`src/rtl/i2creg_pkg.sv`:
```
package i2creg_pkg;

  typedef enum logic [2:0] {
    ST_IDLE,
    ST_RX,
    ST_ACK,
    ST_TX,
    ST_MACK
  } ctl_state_e;

  typedef enum logic [1:0] {
    K_ADDR,
    K_CMD,
    K_CNT,
    K_DATA
  } byte_kind_e;

  typedef struct packed {
    logic rxShift;
    logic idxLoad;
    logic cntLoad;
    logic wrReg;
    logic txLoad;
    logic txShift;
  } dp_ctrl_t;

endpackage

```
`src/rtl/i2creg_line_sync.sv`:
```
module i2creg_line_sync #(
  parameter int STAGES = 2
) (
  input  logic clk,
  input  logic rstN,
  input  logic sclIn,
  input  logic sdaIn,
  output logic sclLvl,
  output logic sdaLvl,
  output logic sclRise,
  output logic sclFall,
  output logic startDet,
  output logic stopDet
);
  logic [STAGES-1:0] sclPipe;
  logic [STAGES-1:0] sdaPipe;
  logic sclPrev;
  logic sdaPrev;

  always_ff @(posedge clk or negedge rstN) begin
    if (!rstN) begin
      sclPipe <= '1;
      sdaPipe <= '1;
      sclPrev <= 1'b1;
      sdaPrev <= 1'b1;
    end else begin
      sclPipe <= {sclPipe[STAGES-2:0], sclIn};
      sdaPipe <= {sdaPipe[STAGES-2:0], sdaIn};
      sclPrev <= sclPipe[STAGES-1];
      sdaPrev <= sdaPipe[STAGES-1];
    end
  end

  assign sclLvl   = sclPipe[STAGES-1];
  assign sdaLvl   = sdaPipe[STAGES-1];
  assign sclRise  = sclLvl & ~sclPrev;
  assign sclFall  = ~sclLvl & sclPrev;
  assign startDet = sclLvl & sclPrev & sdaPrev & ~sdaLvl;
  assign stopDet  = sclLvl & sclPrev & ~sdaPrev & sdaLvl;
endmodule

```
`src/rtl/i2creg_ctrl.sv`:
```
module i2creg_ctrl
  import i2creg_pkg::*;
#(
  parameter logic [6:0] DEV_ADDR = 7'h69
) (
  input  logic     clk,
  input  logic     rstN,
  input  logic     sclRise,
  input  logic     sclFall,
  input  logic     startDet,
  input  logic     stopDet,
  input  logic     sdaLvl,
  input  logic [7:0] rxByte,
  input  logic     txMsb,
  input  logic     wrAllowed,
  output dp_ctrl_t ctl,
  output logic     sdaOe,
  output logic     ctlIdle
);
  ctl_state_e state, stN;
  byte_kind_e kind, kindN;
  logic [3:0] bitCnt, bitN;
  logic ackDrive, ackN;
  logic goTx, goTxN;
  logic mNack, nackN;

  always_comb begin
    stN   = state;
    kindN = kind;
    bitN  = bitCnt;
    ackN  = ackDrive;
    goTxN = goTx;
    nackN = mNack;
    ctl   = '0;
    if (stopDet) begin
      stN = ST_IDLE;
    end else if (startDet) begin
      stN   = ST_RX;
      kindN = K_ADDR;
      bitN  = 4'd0;
    end else begin
      case (state)
        ST_RX: begin
          if (sclRise && bitCnt < 4'd8) begin
            ctl.rxShift = 1'b1;
            bitN        = bitCnt + 4'd1;
          end else if (sclFall && bitCnt == 4'd8) begin
            stN   = ST_ACK;
            goTxN = 1'b0;
            case (kind)
              K_ADDR: begin
                ackN  = (rxByte[7:1] == DEV_ADDR);
                goTxN = rxByte[0];
                kindN = K_CMD;
              end
              K_CMD: begin
                ackN        = 1'b1;
                ctl.idxLoad = 1'b1;
                kindN       = (rxByte == 8'h00) ? K_CNT : K_DATA;
              end
              K_CNT: begin
                ackN        = 1'b1;
                ctl.cntLoad = 1'b1;
                kindN       = K_DATA;
              end
              default: begin
                ackN      = wrAllowed;
                ctl.wrReg = wrAllowed;
              end
            endcase
          end
        end
        ST_ACK: begin
          if (sclFall) begin
            bitN = 4'd0;
            if (!ackDrive) begin
              stN = ST_IDLE;
            end else if (goTx) begin
              stN        = ST_TX;
              ctl.txLoad = 1'b1;
            end else begin
              stN = ST_RX;
            end
          end
        end
        ST_TX: begin
          if (sclFall) begin
            if (bitCnt == 4'd7) begin
              stN = ST_MACK;
            end else begin
              ctl.txShift = 1'b1;
              bitN        = bitCnt + 4'd1;
            end
          end
        end
        ST_MACK: begin
          if (sclRise) begin
            nackN = sdaLvl;
          end else if (sclFall) begin
            if (mNack) begin
              stN = ST_IDLE;
            end else begin
              stN        = ST_TX;
              ctl.txLoad = 1'b1;
              bitN       = 4'd0;
            end
          end
        end
        default: ;
      endcase
    end
  end

  always_ff @(posedge clk or negedge rstN) begin
    if (!rstN) begin
      state    <= ST_IDLE;
      kind     <= K_ADDR;
      bitCnt   <= 4'd0;
      ackDrive <= 1'b0;
      goTx     <= 1'b0;
      mNack    <= 1'b1;
    end else begin
      state    <= stN;
      kind     <= kindN;
      bitCnt   <= bitN;
      ackDrive <= ackN;
      goTx     <= goTxN;
      mNack    <= nackN;
    end
  end

  assign sdaOe   = (state == ST_ACK && ackDrive) || (state == ST_TX && !txMsb);
  assign ctlIdle = (state == ST_IDLE);
endmodule

```
`src/rtl/i2creg_datapath.sv`:
```
module i2creg_datapath
  import i2creg_pkg::*;
#(
  parameter int         NUM_REGS = 21,
  parameter logic [7:0] ID_CODE0 = 8'h57,
  parameter logic [7:0] ID_CODE1 = 8'h21
) (
  input  logic       clk,
  input  logic       rstN,
  input  dp_ctrl_t   ctl,
  input  logic       sdaLvl,
  output logic [7:0] rxByte,
  output logic       txMsb,
  output logic       wrAllowed,
  output logic       regWrStb,
  output logic [7:0] regWrIdx,
  output logic [7:0] regWrData
);
  localparam int NUM_RW = NUM_REGS - 2;
  localparam logic [7:0] LAST_IDX = 8'(NUM_REGS - 1);
  localparam logic [7:0] ID0_IDX  = 8'(NUM_RW);
  localparam logic [7:0] ID1_IDX  = 8'(NUM_RW + 1);

  logic [7:0] regFile [NUM_RW];
  logic [7:0] idx;
  logic [7:0] idxNext;
  logic [7:0] remain;
  logic       blkMode;
  logic [7:0] rxSh;
  logic [7:0] txSh;
  logic [7:0] rdVal;
  logic       idxWritable;

  assign idxNext     = (idx >= LAST_IDX) ? 8'h00 : idx + 8'h01;
  assign idxWritable = (idx < ID0_IDX);
  assign wrAllowed   = !blkMode || (remain != 8'h00);
  assign rxByte      = rxSh;
  assign txMsb       = txSh[7];

  for (genvar g = 0; g < NUM_RW; g++) begin : g_reg
    always_ff @(posedge clk or negedge rstN) begin
      if (!rstN) regFile[g] <= 8'h00;
      else if (ctl.wrReg && idx == 8'(g)) regFile[g] <= rxSh;
    end
  end

  always_comb begin
    rdVal = 8'h00;
    for (int i = 0; i < NUM_RW; i++) begin
      if (idx == 8'(i)) rdVal = regFile[i];
    end
    if (idx == ID0_IDX) rdVal = ID_CODE0;
    if (idx == ID1_IDX) rdVal = ID_CODE1;
  end

  always_ff @(posedge clk or negedge rstN) begin
    if (!rstN) begin
      idx       <= 8'h00;
      remain    <= 8'h00;
      blkMode   <= 1'b0;
      rxSh      <= 8'h00;
      txSh      <= 8'hFF;
      regWrStb  <= 1'b0;
      regWrIdx  <= 8'h00;
      regWrData <= 8'h00;
    end else begin
      regWrStb <= ctl.wrReg && idxWritable;
      if (ctl.rxShift) rxSh <= {rxSh[6:0], sdaLvl};
      if (ctl.idxLoad) begin
        idx     <= rxSh;
        blkMode <= (rxSh == 8'h00);
      end
      if (ctl.cntLoad) remain <= rxSh;
      if (ctl.wrReg) begin
        if (idxWritable) begin
          regWrIdx  <= idx;
          regWrData <= rxSh;
        end
        idx <= idxNext;
        if (blkMode) remain <= remain - 8'h01;
      end
      if (ctl.txLoad) begin
        txSh <= rdVal;
        idx  <= idxNext;
      end else if (ctl.txShift) begin
        txSh <= {txSh[6:0], 1'b1};
      end
    end
  end
endmodule

```
`src/rtl/i2c_regbank_target.sv`:
```
module i2c_regbank_target
  import i2creg_pkg::*;
#(
  parameter int         NUM_REGS    = 21,
  parameter logic [6:0] DEV_ADDR    = 7'h69,
  parameter logic [7:0] ID_CODE0    = 8'h57,
  parameter logic [7:0] ID_CODE1    = 8'h21,
  parameter int         SYNC_STAGES = 2
) (
  input  logic       clk,
  input  logic       rstN,
  input  logic       sclIn,
  input  logic       sdaIn,
  output logic       sdaOe,
  output logic       regWrStb,
  output logic [7:0] regWrIdx,
  output logic [7:0] regWrData
);
  logic sclLvl, sdaLvl, sclRise, sclFall, startDet, stopDet;
  logic [7:0] rxByte;
  logic txMsb, wrAllowed, ctlIdle;
  dp_ctrl_t ctl;

  i2creg_line_sync #(.STAGES(SYNC_STAGES)) u_sync (
    .clk(clk), .rstN(rstN), .sclIn(sclIn), .sdaIn(sdaIn),
    .sclLvl(sclLvl), .sdaLvl(sdaLvl), .sclRise(sclRise), .sclFall(sclFall),
    .startDet(startDet), .stopDet(stopDet)
  );

  i2creg_ctrl #(.DEV_ADDR(DEV_ADDR)) u_ctrl (
    .clk(clk), .rstN(rstN), .sclRise(sclRise), .sclFall(sclFall),
    .startDet(startDet), .stopDet(stopDet), .sdaLvl(sdaLvl),
    .rxByte(rxByte), .txMsb(txMsb), .wrAllowed(wrAllowed),
    .ctl(ctl), .sdaOe(sdaOe), .ctlIdle(ctlIdle)
  );

  i2creg_datapath #(.NUM_REGS(NUM_REGS), .ID_CODE0(ID_CODE0), .ID_CODE1(ID_CODE1)) u_dp (
    .clk(clk), .rstN(rstN), .ctl(ctl), .sdaLvl(sdaLvl),
    .rxByte(rxByte), .txMsb(txMsb), .wrAllowed(wrAllowed),
    .regWrStb(regWrStb), .regWrIdx(regWrIdx), .regWrData(regWrData)
  );
endmodule

```
`config.mk`:
```
export PLATFORM = sky130hd
export DESIGN_NAME = i2c_regbank_target
export DESIGN_NICKNAME = d
export VERILOG_FILES = /design/src/rtl/i2creg_pkg.sv /design/src/rtl/i2creg_line_sync.sv /design/src/rtl/i2creg_ctrl.sv /design/src/rtl/i2creg_datapath.sv /design/src/rtl/i2c_regbank_target.sv
export SDC_FILE = /design/constraint.sdc
export NUM_CORES = 1
export LEC_CHECK = 0
export ABC_AREA = 0
export BUFFER_PORTS_ARGS = -buffer_cell sky130_fd_sc_hd__buf_2
export CAP_MARGIN = 20
export CORE_UTILIZATION = 45
export CTS_BUF_LIST = sky130_fd_sc_hd__clkbuf_8
export DETAILED_ROUTE_END_ITERATION = 10
export PLACE_DENSITY = 0.61
export SLEW_MARGIN = 30
export SYNTH_ARGS = -nofsm -noshare
export SYNTH_HDL_FRONTEND = slang
export SYNTH_SLANG_ARGS = --single-unit
```
`constraint.sdc`:
```
create_clock -name clk -period 2.4 [get_ports clk]
set_input_delay 0.24 -clock clk [delete_from_list [all_inputs] [get_ports clk]]
set_output_delay 0.24 -clock clk [all_outputs]
set_load 0.1 [all_outputs]
```
* Word-level counts from Yosys, hierarchy flattened *
Cells that the tools add are included.

word-level totals
  register bits after elaboration = 220
  input port bits = 4
  output and inout bits = 18

cells by class
  add/sub/neg operators = 3
  $lt $le $gt $ge = 3
  eq/ne operators = 44
  multiplexer cells = 79
  bitwise logic cells = 14
  reduce and logical (&&, ||, !) cells = 47

operators with widths
  operator             number
  $mux 8               30
  $eq 8x4->1 const B   8
  $eq 8x5->1 const B   5
  $mux 4               9
  $mux 3               11
  $eq 8x3->1 const B   4
  $logic_and 1x1->1    24
  $ne 4x3->1 const B   5
  $eq 8x2->1 const B   2
  $logic_not 8->1      2
  $pmux 4 s4           1
  $mux 1               15
  $mux 2               7
  $mux 6               2
  $ne 3x2->1 const B   4
  $pmux 3 s4           1
  $reduce_and 5->1     2
  $ne 3x3->1 const B   3
  $reduce_and 9->1     1
  $add 8x1->8 const B  1
  $eq 8x1->1 const B   1
  $ge 8x5->1 const B   1
  $lt 8x5->1 const B   1
  $ne 4x4->1 const B   2
  30 further kinds     48

* Longest topological paths before layout *
  word-level depth = 23
  gate-level depth with buffers = 11
  depth with buffers taken out = 8

* Modules after synthesis *
Synthesis repeated with hierarchy kept, for this count alone.

second synthesis, totals
  cells, all modules = 1021
  area, all modules = 11248.3 µm²

by module, submodules not included
  module            instances  cells each  area each (µm²)  sequential area each (µm²)
  i2creg_datapath   1          893         9992.1           5064.9
  i2creg_ctrl       1          118         1066.0           301.5
  i2creg_line_sync  1          10          190.2            157.7

* Least setup slack after synthesis *
No wires, ideal clock.

  kind = register -> output
  start = register u_ctrl.state[2]
  end = output sdaOe
  data arrival time = 3.081 ns
  data required time = 2.160 ns
  path slack = -0.921 ns
  stages on the path, launching flop included = 4
  buffers on the path = 1
  cell sequence = dfrtp_1 > clkbuf_1 > nand2b_1 > a211oi_1

between the ends
  longest elaborated chain between the ends = 3

RTL lines
  item                    RTL line                  text
  start, declared         i2creg_ctrl.sv:20         ctl_state_e state, stN;
  start signal, assigned  i2creg_ctrl.sv:123        state <= stN;
  $eq 3x2->1              i2creg_ctrl.sv:132        assign sdaOe = (state == ST_ACK && ackDrive) || (state == ST_TX && !txMsb);
  $logic_and 1x1->1       i2creg_ctrl.sv:132
  $logic_or 1x1->1 (*)    i2creg_ctrl.sv:132
  end, declared           i2c_regbank_target.sv:14  output logic sdaOe,

Every way passes the cells marked *; elsewhere a longest branch is shown, timed or not.

* Final worst setup path *
  start = register u_ctrl.state[1]
  end = register u_dp.txSh[7]

between the ends
  longest elaborated chain between the ends = 5

RTL lines
  item                                         RTL line               text
  $eq 3x3->1 or $eq 3x2->1 (tied branches)     i2creg_ctrl.sv:42      case (state)
  $pmux 1 s2 or $mux 1 (tied branches)         i2creg_ctrl.sv:42
  $mux 6 (*)                                   i2creg_ctrl.sv:37      end else if (startDet) begin
  $mux 6 (*)                                   i2creg_ctrl.sv:35      if (stopDet) begin
  $mux 8 or $reduce_bool 2->1 (tied branches)  --
  end signal, assigned                         i2creg_datapath.sv:83  txSh <= rdVal;
  end signal, assigned                         i2creg_datapath.sv:86  txSh <= {txSh[6:0], 1'b1};
  end, declared                                i2creg_datapath.sv:30  logic [7:0] txSh;

Marked as above.
A chain may end at the register's enable or synchronous reset.

==> impl_metrics.py <==
metrics = {
    "sta": {
        "final.setup_skew_ns": 0.0172,
        "tns_ns": 0,
        "tightest_slew_ns": 0.556,
        "fmaxAchievable_mhz": 433,
        "finalCriticalPeriod_ns": 2.31,
        "holdWs_ns": 0.263,
        "period_share_pct": 96.2,
        "relSlewSlack_pct": 62.9,
        "finalSetupViolations": 0,
        "drv_slew": 0,
        "hold_viol": 0,
    },
    "clock_network": {
        "insertion_delay_ns": 0.53,
        "cts_max_level": 2,
        "clkSlewWorstSetupHoldPaths_ns": 0.06,
        "cts_sinks": 220,
        "cts_max_path_buffers": 3,
        "cts_root_buf": "clkbuf_8",
        "cts_buffers": 39,
        "cts_tree": "yes",
    },
    "worst_hold_path": {
        "hp-class": "in -> async",
    },
    "grt": {
        "grt_pass1_wl_um": 51100,
        "grt_max_degree": 67,
        "antenna_found_initial": 0,
        "grt_remaining_overflow": 0,
        "grt_pass1_vias": 8761,
        "grt_usage_pct": 25.7,
    },
    "die": {
        "coreArea_um2": 24400,
        "pin_count": 22,
        "fp.dieW_um": 160,
        "dieHeight_um": 160,
        "dieArea_um2": 25600,
        "rows": 57,
        "start_util_pct": 46.1,
    },
    "logic_synthesis": {
        "synth_edf_count": 0,
        "synth_area_um2": 11200,
        "synth_cell_types": 81,
        "synthArstFlopShare_pct": 100,
        "synth_ff_type": "dfrtp_1",
        "netlist_instances": 979,
        "avgSynthCellArea_um2": 11.5,
        "seq_area_frac_synth_pct": 49.1,
        "ys_ff_latch": 220,
        "synth.yosys.warnings": 0,
        "syn_nets": 995,
    },
    "placement": {
        "portBuffers": 21,
        "globalplace.congestion": 0.959,
        "hpwl_um": 22300,
        "dpl_cell_area_um2": 12300,
    },
    "detailed_routing": {
        "avgRoutedWirePerCell_um": 22.4,
        "drt-initial-drc-count": 760,
        "postRouteWirelength_um": 32100,
        "detail-route-antenna-nets": 0,
        "vias": 8556,
        "drc": 0,
        "avgViaCountPerCell": 5.97,
        "drt_pass1_iterations": 5,
    },
    "worst_setup_path": {
        "startpoint_type": "register",
        "r2r_cells": 7,
        "critical_path_class": "reg -> reg",
        "arrival_ns": 2.77,
        "setup.worst_path.start": "u_ctrl.state[1]",
        "r2r_start": "u_ctrl.state[1]",
        "rr_endpoint": "u_dp.txSh[7]",
        "regToRegSetupSlack_ns": 0.09,
        "worstPathRequired_ns": 2.86,
        "critPathCaptureType": "register",
        "crit_fanout": 5,
    },
    "flow_run": {
        "timing.max_cap.violations": 0,
    },
    "finish": {
        "area_delta_synth_final_pct": 18.9,
        "n_antenna_cell": 0,
        "num-nets-final": 1097,
        "fin_util_pct": 54.9,
        "finalInstanceArea_um2": 13400,
        "drive_above_1_share_pct": 39.7,
    },
    "pwr": {
        "cellPowerDensity_nw_per_um2": 677,
        "p_total_uw": 9060,
        "p_leak_uw": 0.00617,
        "peakVddDrop_v": 0.000409,
    },
    "status": {
        "status": "completed",
    },
}
[synthesized netlist by cell type (all sizes together) (7+ instances only)]
master / n / area, um^2
dfstp: 15 / 394
ha: 12 / 150
a21oi: 42 / 210
nor3: 26 / 151
nand2: 58 / 228
nor2b: 11 / 68.8
and2: 8 / 50.1
buf: 24 / 143
clkbuf: 44 / 165
nand2b: 18 / 113
nand4: 17 / 241
a31oi: 7 / 43.8
a211oi: 11 / 82.6
nor2: 37 / 156
inv: 19 / 71.3
dfrtp: 205 / 5130
mux2i: 9 / 90.1
mux2: 173 / 1950
nand3: 39 / 235
a221oi: 12 / 105
a22oi: 12 / 90.1
o22ai: 33 / 206
o21ai: 42 / 210
[worst max-delay path, stage by stage (launching register included)]
cell and delay [ns]:
dfrtp_1 0.43, or3b_1 0.45, a2111oi_4 0.36, buf_4 0.19, a21boi_2 0.22, o21ai_1 0.14
nor4b_1 0.31, or2_1 0.16
[power by group]
| group | switching [uW] | leakage (uW) | internal, uW |
|---|---|---|---|
| clock network | 1540 | 0.000466 | 2080 |
| registers | 226 | 0.00300 | 3870 |
| logic | 944 | 0.00270 | 406 |
[layer usage]
metal / GRT usage, % / wire length (um) / up-vias
li1: - / - / 3893
met1: 36.5 / 14700 / 4300
met2: 38.8 / 14400 / 296
met3: 5.12 / 2050 / 67
met4: 9.48 / 925 / 0
met5: 0 / 0 / -
[flip-flops by register name, indices dropped and copies added (netlist names), 2 cells and up]
signal / flops
u_dp.rxByte: 8
u_sync.sdaPipe: 2
u_dp.regWrData: 8
u_dp.idx: 8
u_ctrl.state: 3
u_ctrl.bitCnt: 4
u_sync.sclPipe: 2
u_dp.regFile: 152
u_dp.txSh: 8
u_dp.regWrIdx: 8
u_ctrl.kind: 2
u_dp.remain: 8
[layout by cell type (no fill, tap or decap), drive strengths merged, types with 17 or more instances in the layout]
cell / count
nor3: 26
nand2: 58
o21ai: 42
buf: 126
nand3: 39
a21oi: 42
inv: 30
nand2b: 18
dfrtp: 205
nand4: 17
o22ai: 33
mux2: 173
clkbuf: 50
nor2: 37
[metrics by stage]
stage / setup WS, ns / instances
3_5_place_dp: -0.157 / 1356
6_report: 0.0910 / 1432
3_3_place_gp: -0.109 / 1356
2_1_floorplan: 0.0382 / 979
5_1_grt: -0.0106 / 1432
4_1_cts: 0.00759 / 1427
[final cells by class]
type / count / area [um^2]
clock buffers: 50 / 688
clock inverters: 18 / 126
fillers: 2133 / 11000
inverters: 21 / 85.1
multi-input cells: 670 / 5490
flip-flops and latches: 220 / 5530
well taps: 324 / 405
repair buffers: 129 / 1060
[timing repair]
| action | 4_1_cts | 5_1_grt |
|---|---|---|
| buffers inserted | 0 | 5 |
| resized for setup | 14 | 40 |
| hold buffers | 3 | 0 |
| endpoints found under the hold margin | 62 | 0 |
| setup endpoints to repair | 7 | 153 |
| pin swaps | 2 | 6 |
[worst max-delay path by stage]
stage | end | slack (ns) | cells after the start
floorplan | sdaOe | 0.04 | 3
global placement | u_dp.txSh[6] | -0.11 | 10
detailed placement | u_dp.txSh[6] | -0.16 | 10
CTS | u_dp.txSh[3] | 0.008 | 9
global route | u_dp.txSh[7] | -0.01 | 7
finish | u_dp.txSh[7] | 0.09 | 7
[kinds of logic after synthesis]
logic type | share of synthesized area [%]
AOI/OAI and AO/OA | 14.1
DFF | 49.1
buffers and inverters | 3.44
adders and majority gates | 1.33
and+or+nand+nor | 13.7
muxes | 18.1
xor gates and xnor gates | 0.156
Note: power is estimated with default switching activity, not from simulation.
